==> src/rtl/dualoct_pkg.sv <==
package dualoct_pkg;
    localparam int BYTE_W      = 8;
    localparam int XFER_BYTES  = 2;
    localparam int XFERS       = 8;
    localparam int EDGES       = 2;
    localparam int XFER_DATA_W = XFER_BYTES * BYTE_W;
    localparam int XFER_W      = XFER_DATA_W + XFER_BYTES;
    localparam int WORD_W      = XFERS * XFER_DATA_W;
    localparam int PAR_W       = XFERS * XFER_BYTES;
    localparam int CYC         = XFERS / EDGES;
    localparam int CYC_W       = $clog2(CYC);
    localparam int PAIR_W      = EDGES * XFER_W;
    localparam int PAIR_DATA_W = EDGES * XFER_DATA_W;

    // Parity bit for one byte under the chosen policy.
    function automatic logic par_of(input logic [BYTE_W-1:0] b, input logic odd);
        return odd ? ~(^b) : (^b);
    endfunction

    // Build one transfer: data in the low bits, one parity bit per byte on top.
    function automatic logic [XFER_W-1:0] enc_xfer(input logic [XFER_DATA_W-1:0] d,
                                                    input logic odd);
        logic [XFER_W-1:0] x;
        x[XFER_DATA_W-1:0] = d;
        for (int b = 0; b < XFER_BYTES; b++)
            x[XFER_DATA_W + b] = par_of(d[b*BYTE_W +: BYTE_W], odd);
        return x;
    endfunction
endpackage

==> src/rtl/dualoct_rd.sv <==
module dualoct_rd
    import dualoct_pkg::*;
#(
    parameter int LAT        = 20,
    parameter int COL_W      = 6,
    parameter bit ODD_PARITY = 1'b1
) (
    input  logic              clk,
    input  logic              rst_n,
    input  logic              req,
    input  logic [COL_W-1:0]  col,
    input  logic              par_check,
    input  logic [XFER_W-1:0] rise,
    input  logic [XFER_W-1:0] fall,
    output logic              valid,
    output logic [WORD_W-1:0] data,
    output logic [PAR_W-1:0]  par,
    output logic              perr,
    output logic [COL_W-1:0]  col_q
);
    localparam int CNT_W = (LAT > 1) ? $clog2(LAT) : 1;
    localparam logic [CYC_W-1:0] LAST_BEAT = CYC_W'(CYC - 1);
    localparam logic [CNT_W-1:0] LAST_WAIT = CNT_W'(LAT - 1);

    typedef enum logic [1:0] {RD_IDLE, RD_WAIT, RD_CAPT} rd_state_t;

    rd_state_t              st, st_nx;
    logic [CNT_W-1:0]       wcnt;
    logic [CYC_W-1:0]       beat;
    logic [PAIR_W-1:0]      pair;
    logic [EDGES*XFER_BYTES-1:0] lane_err;
    logic                   err_acc, err_now;

    assign pair = {fall, rise};

    // One mismatch flag per byte lane of the current edge pair.
    for (genvar t = 0; t < EDGES; t++) begin : g_edge
        for (genvar b = 0; b < XFER_BYTES; b++) begin : g_lane
            assign lane_err[t*XFER_BYTES + b] =
                pair[t*XFER_W + XFER_DATA_W + b] !=
                par_of(pair[t*XFER_W + b*BYTE_W +: BYTE_W], ODD_PARITY);
        end
    end

    assign err_now = ((beat == '0) ? 1'b0 : err_acc) | (|lane_err);

    always_comb begin
        st_nx = st;
        unique case (st)
            RD_IDLE: if (req)                st_nx = RD_WAIT;
            RD_WAIT: if (wcnt == LAST_WAIT)  st_nx = RD_CAPT;
            RD_CAPT: if (beat == LAST_BEAT)  st_nx = RD_IDLE;
            default:                         st_nx = RD_IDLE;
        endcase
    end

    always_ff @(posedge clk) begin
        if (!rst_n) begin
            st   <= RD_IDLE;
            wcnt <= '0;
            beat <= '0;
        end else begin
            st   <= st_nx;
            wcnt <= (st == RD_WAIT) ? wcnt + 1'b1 : '0;
            beat <= (st == RD_CAPT) ? beat + 1'b1 : '0;
        end
    end

    always_ff @(posedge clk) begin
        if (!rst_n) begin
            valid   <= 1'b0;
            perr    <= 1'b0;
            err_acc <= 1'b0;
            data    <= '0;
            par     <= '0;
            col_q   <= '0;
        end else begin
            valid <= (st == RD_CAPT) && (beat == LAST_BEAT);
            perr  <= (st == RD_CAPT) && (beat == LAST_BEAT) && par_check && err_now;
            if (st == RD_IDLE && req)
                col_q <= col;
            if (st == RD_CAPT) begin
                err_acc <= err_now;
                for (int t = 0; t < EDGES; t++) begin
                    data[(int'(beat)*EDGES + t)*XFER_DATA_W +: XFER_DATA_W] <=
                        pair[t*XFER_W +: XFER_DATA_W];
                    par[(int'(beat)*EDGES + t)*XFER_BYTES +: XFER_BYTES] <=
                        pair[t*XFER_W + XFER_DATA_W +: XFER_BYTES];
                end
            end
        end
    end
endmodule

==> src/rtl/dualoct_wr.sv <==
module dualoct_wr
    import dualoct_pkg::*;
#(
    parameter int COL_W      = 6,
    parameter bit ODD_PARITY = 1'b1
) (
    input  logic              clk,
    input  logic              rst_n,
    input  logic              req,
    input  logic [WORD_W-1:0] word,
    input  logic [COL_W-1:0]  col,
    output logic              ready,
    output logic              vld,
    output logic [XFER_W-1:0] rise,
    output logic [XFER_W-1:0] fall,
    output logic [COL_W-1:0]  col_q
);
    localparam logic [CYC_W-1:0] LAST_BEAT = CYC_W'(CYC - 1);

    typedef enum logic {WR_IDLE, WR_SEND} wr_state_t;

    wr_state_t          st, st_nx;
    logic [CYC_W-1:0]   beat;
    logic [WORD_W-1:0]  word_q;
    logic [PAIR_DATA_W-1:0] slice;

    always_comb begin
        st_nx = st;
        unique case (st)
            WR_IDLE: if (req)               st_nx = WR_SEND;
            WR_SEND: if (beat == LAST_BEAT) st_nx = WR_IDLE;
            default:                        st_nx = WR_IDLE;
        endcase
    end

    always_ff @(posedge clk) begin
        if (!rst_n) begin
            st     <= WR_IDLE;
            beat   <= '0;
            word_q <= '0;
            col_q  <= '0;
        end else begin
            st   <= st_nx;
            beat <= (st == WR_SEND) ? beat + 1'b1 : '0;
            if (st == WR_IDLE && req) begin
                word_q <= word;
                col_q  <= col;
            end
        end
    end

    assign slice = word_q[int'(beat)*PAIR_DATA_W +: PAIR_DATA_W];

    always_comb begin
        ready = (st == WR_IDLE);
        vld   = (st == WR_SEND);
        rise  = '0;
        fall  = '0;
        if (st == WR_SEND) begin
            rise = enc_xfer(slice[0 +: XFER_DATA_W], ODD_PARITY);
            fall = enc_xfer(slice[XFER_DATA_W +: XFER_DATA_W], ODD_PARITY);
        end
    end
endmodule

==> src/rtl/dualoct_link.sv <==
module dualoct_link
    import dualoct_pkg::*;
#(
    parameter int LAT        = 20,
    parameter int COL_W      = 6,
    parameter bit ODD_PARITY = 1'b1
) (
    input  logic              clk,
    input  logic              rst_n,
    input  logic              par_check,
    input  logic              rd_req,
    input  logic [COL_W-1:0]  rd_col,
    input  logic [XFER_W-1:0] rx_rise,
    input  logic [XFER_W-1:0] rx_fall,
    output logic              rd_valid,
    output logic [WORD_W-1:0] rd_data,
    output logic [PAR_W-1:0]  rd_par,
    output logic              rd_perr,
    output logic [COL_W-1:0]  rd_col_q,
    input  logic              wr_req,
    input  logic [WORD_W-1:0] wr_data,
    input  logic [COL_W-1:0]  wr_col,
    output logic              wr_ready,
    output logic              tx_vld,
    output logic [XFER_W-1:0] tx_rise,
    output logic [XFER_W-1:0] tx_fall,
    output logic [COL_W-1:0]  tx_col
);
    dualoct_rd #(.LAT(LAT), .COL_W(COL_W), .ODD_PARITY(ODD_PARITY)) u_rd (
        .clk       (clk),
        .rst_n     (rst_n),
        .req       (rd_req),
        .col       (rd_col),
        .par_check (par_check),
        .rise      (rx_rise),
        .fall      (rx_fall),
        .valid     (rd_valid),
        .data      (rd_data),
        .par       (rd_par),
        .perr      (rd_perr),
        .col_q     (rd_col_q)
    );

    dualoct_wr #(.COL_W(COL_W), .ODD_PARITY(ODD_PARITY)) u_wr (
        .clk   (clk),
        .rst_n (rst_n),
        .req   (wr_req),
        .word  (wr_data),
        .col   (wr_col),
        .ready (wr_ready),
        .vld   (tx_vld),
        .rise  (tx_rise),
        .fall  (tx_fall),
        .col_q (tx_col)
    );
endmodule

==> config.mk <==
export PLATFORM = sky130hd
export DESIGN_NAME = dualoct_link
export DESIGN_NICKNAME = d
export VERILOG_FILES = /design/src/rtl/dualoct_pkg.sv /design/src/rtl/dualoct_rd.sv /design/src/rtl/dualoct_wr.sv /design/src/rtl/dualoct_link.sv
export SDC_FILE = /design/constraint.sdc
export NUM_CORES = 1
export LEC_CHECK = 0
export ABC_AREA = 1
export BUFFER_PORTS_ARGS = -buffer_cell sky130_fd_sc_hd__buf_4
export CORE_MARGIN = 2
export CORE_UTILIZATION = 53
export CTS_CLUSTER_DIAMETER = 50
export DETAILED_ROUTE_END_ITERATION = 8
export PLACE_DENSITY = 0.81
export RECOVER_POWER = 50
export SYNTH_ARGS = -nofsm -noshare
export SYNTH_HDL_FRONTEND = slang
export SYNTH_HIERARCHICAL = 1
export SYNTH_SLANG_ARGS = --single-unit
==> constraint.sdc <==
create_clock -name clk -period 3.3 [get_ports clk]
set_clock_uncertainty 0.05 [all_clocks]
set_input_delay 0.66 -clock clk [delete_from_list [all_inputs] [get_ports clk]]
set_output_delay 0.66 -clock clk [all_outputs]
set_load 0.05 [all_outputs]
==> impl_metrics.env <==
export IMPL_status="complete, but fails checks"
export IMPL_violations="capacitance limit, slew limit"
export IMPL_tritoncts="built"
export IMPL_final_cells=2662
export IMPL_io_buffers=376
export IMPL_syn_area_sq_um=13660
export IMPL_crit_arrival_ps=2400
export IMPL_switching_power_mw=2.836
export IMPL_grt_max_degree=165
export IMPL_start_util_pct=54.08
export IMPL_std_cell_rows=58
export IMPL_p_seq_share_pct=40.4
export IMPL_crit_top_cell="nand2_1"
export IMPL_htree_levels=2
export IMPL_synth_top_area_share_pct=43.83
export IMPL_post_dp_cell_area_sq_um=16500
export IMPL_power_ir_vdd_worst_uv=495.3
export IMPL_pre_cts_ws_ps=532.1
export IMPL_die_x_um=164.5
export IMPL_rsz0062_at_grt="no"
export IMPL_dr_pass1_iters=6
export IMPL_ios=377
export IMPL_worst_pin_slew_ps=2619
export IMPL_setup_slack_ps=193.5
export IMPL_cts_max_path_buffers=3
export IMPL_vias=14709
export IMPL_drv_cap=2
export IMPL_drtIter0Drc=1544
export IMPL_yosysTopAreaCell="dfxtp_1"
export IMPL_synth_fp_nets=2189
export IMPL_critPathLaunch="u_wr/beat[0]$_SDFF_PN0_"
export IMPL_area_growth_pct=25.48
export IMPL_fillCellCount=2326
export IMPL_hold_class="in -> reg"
export IMPL_ant_nets=0
export IMPL_setup_worst_path_end="tx_rise[16]"
export IMPL_synth_seq_area_share_pct=43.83
export IMPL_yosysWarnings=6
export IMPL_root_buffer="clkbuf_16"
export IMPL_cts_made_buffers=37
export IMPL_ff2ff_path_depth=7
export IMPL_max_stage_delay_ps=350
export IMPL_postCtsHoldBufs=0
export IMPL_dp_cells=2591
export IMPL_relSlewSlack_pct=-74.62
export IMPL_clkSlewWorstSetupHoldPaths_ps=60
export IMPL_crit_chain="inv_6 > buf_12 > nand2_1 > nand2_1 > nand2_1 > nand2_1 > nand2_1 > nand2_1 > inv_1 > nand2_1 > nand2_1 > nand2_1 > nand2_1 > nor2_1 > buf_4"
export IMPL_grt_pass1_vias=13570
export IMPL_slew_viol_final=292
export IMPL_p_per_area_nw_per_um2=566.2
export IMPL_total_power_mw=9.703
export IMPL_drive_above_1_share_pct=14.11
export IMPL_synth_area_leaders="dfxtp_1 (44%), nand2_1 (15%), nor2_1 (10%), o21ai_0 (5.6%), nand3_1 (3.8%)"
export IMPL_die_h_um=164.5
export IMPL_reg2reg_from="u_rd/beat[0]$_SDFF_PN0_"
export IMPL_hold_ws_ps=312.7
export IMPL_synth_cell_types=35
export IMPL_grt_pass1_wl_um=69680
export IMPL_clock_sinks=299
export IMPL_post_route_min_period_ps=3106
export IMPL_intPower_mw=6.868
export IMPL_antenna_found_initial=8
export IMPL_final_cell_area_sq_um=17140
export IMPL_synth_cells=1998
export IMPL_die_area_sq_um=27070
export IMPL_path_class="reg -> out"
export IMPL_pwr_share_comb_pct=17.4
export IMPL_hold_viol_final=0
export IMPL_clock_latency_ps=510
export IMPL_start_kind="register"
export IMPL_post_dp_hpwl_um=31360
export IMPL_gp_congestion=0.9530
export IMPL_cp_max_fo=33
export IMPL_drc_errors=0
export IMPL_ys_ff_latch=299
export IMPL_pwr_share_clk_pct=42.2
export IMPL_crit_required_ps=2590
export IMPL_sw_frac_of_total_pct=29.22
export IMPL_utilization_pct=67.86
export IMPL_postSynthAreaPerCell_sq_um=6.836
export IMPL_cts_setup_buffers=0
export IMPL_viasPerCell=5.526
export IMPL_grt_usage_pct=32.37
export IMPL_wl_per_cell_um=17.09
export IMPL_reg2reg_to="u_rd/data[21]$_SDFFE_PN0P_"
export IMPL_endpoint_kind="output pin"
export IMPL_r2r_setup_slack_ps=300
export IMPL_final_period_utilization_pct=94.14
export IMPL_core_area_sq_um=25250
export IMPL_crit_slowest_cell="dfxtp_2"
export IMPL_setup_viol=0
export IMPL_nets=2491
export IMPL_leakagePower_nw=7.576
export IMPL_fin_tns_setup_ps=0
export IMPL_fmax_ghz=0.3219
export IMPL_overflow=0
export IMPL_finalWirelength_um=45480
-- critical path, delay by kind of cell (launching register included) --
| family | cells | cell delay, ps |
|---|---|---|
| buffers and inverters | 4 | 680 |
| flip-flops | 1 | 350 |
| AND/OR/NAND/NOR | 11 | 860 |
-- placed cells by master, fill, tap and decap left out, types with 6 or more instances in the layout --
cell / Yosys / routed
nand2_1: 536 / 535
nor2_1: 382 / 382
dfxtp_1: 299 / 297
buf_4: 7 / 225
clkbuf_1: 70 / 164
o21ai_0: 153 / 153
inv_1: 116 / 118
nand3_1: 103 / 103
a21oi_1: 72 / 72
a31oi_1: 39 / 39
clkbuf_16: 0 / 37
a211oi_1: 37 / 37
a22oi_1: 28 / 28
nand4_1: 19 / 19
or3_1: 18 / 18
nand2_2: 12 / 12
clkbuf_8: 0 / 10
ha_1: 10 / 10
diode_2: 0 / 8
xnor2_1: 7 / 7
o41ai_1: 6 / 6
-- cell type report --
cell class              count  area (sq um)  area share (%)
diodes                      8         20.02          0.1168
clock buffers              51          1079           6.293
clock inverters            12         158.9          0.9272
inverters                 127         485.5           2.833
multi-input cells        1443          6591           38.46
flip-flops and latches    299          5988           34.94
well taps                 330         412.9           2.409
repair buffers            392          2402           14.02
-- metal layers --
layer | part of all wire (%) | GRT usage (%) | vias up
met5 | 0.022 | 0 | -
met4 | 4.7 | 16.05 | 2
met3 | 9.8 | 8.764 | 133
met2 | 48 | 54.85 | 687
met1 | 37 | 37.78 | 6824
li1 | - | - | 7063
-- logic make-up after synthesis --
group | synth area share (%)
compound gates | 14.61
xor+xnor | 0.5772
fa+ha+maj | 0.9161
buf+inv | 7.970
flops | 43.83
simple gates | 32.10
-- repair_timing --
item	4_1_cts	5_1_grt
setup endpoints to repair	1	4
resized for setup	0	8
gates cloned	0	0
-- worst min-delay path by stage --
stage | startpoint | end | slack [ps] | cells past startpoint
floorplan | u_rd/wcnt[0]$_SDFF_PN0_ | u_rd/wcnt[0]$_SDFF_PN0_ | 370 | 1
global placement | u_rd/wcnt[0]$_SDFF_PN0_ | u_rd/wcnt[0]$_SDFF_PN0_ | 380 | 1
detailed placement | u_rd/data[62]$_SDFFE_PN0P_ | u_rd/data[62]$_SDFFE_PN0P_ | 390 | 2
CTS | par_check | u_rd/perr$_SDFF_PN0_ | 310 | 3
global route | par_check | u_rd/perr$_SDFF_PN0_ | 310 | 3
finish | par_check | u_rd/perr$_SDFF_PN0_ | 310 | 3
-- state kept, by name, indices dropped and copies added (netlist names) --
signal	cells
u_wr/word_q	128
u_rd/perr	1
u_rd/beat	2
u_rd/wcnt	5
u_rd/par	16
u_wr/vld	1
u_rd/data	128
u_wr/beat	2
u_rd/valid	1
u_wr/col_q	6
u_rd/st	2
u_rd/err_acc	1
u_rd/col_q	6
-- cells in the mapped netlist (all sizes together) --
master  instances
nand3b          1
dfxtp         299
clkbuf         71
o21ai         154
or2             1
a211oi         37
or3            18
nor3            1
ha             10
xnor2           7
nand2         551
xor2            2
a21oi          72
a31oi          39
nand3         103
clkinv          1
nand4          19
o21a            2
buf            58
o41ai          10
a22oi          28
nor4            1
nor2          387
inv           126
-- power by group through the flow --
stage	combinational [mW]	clock, mW	sequential, mW
2_1_floorplan	0.998	0	4.12
3_3_place_gp	1.66	0	3.99
3_5_place_dp	1.70	0	4.00
4_1_cts	1.71	4.13	3.92
5_1_grt	1.85	4.28	3.94
6_report	1.68	4.09	3.92
No activity file was read; power rests on OpenSTA's default activity.
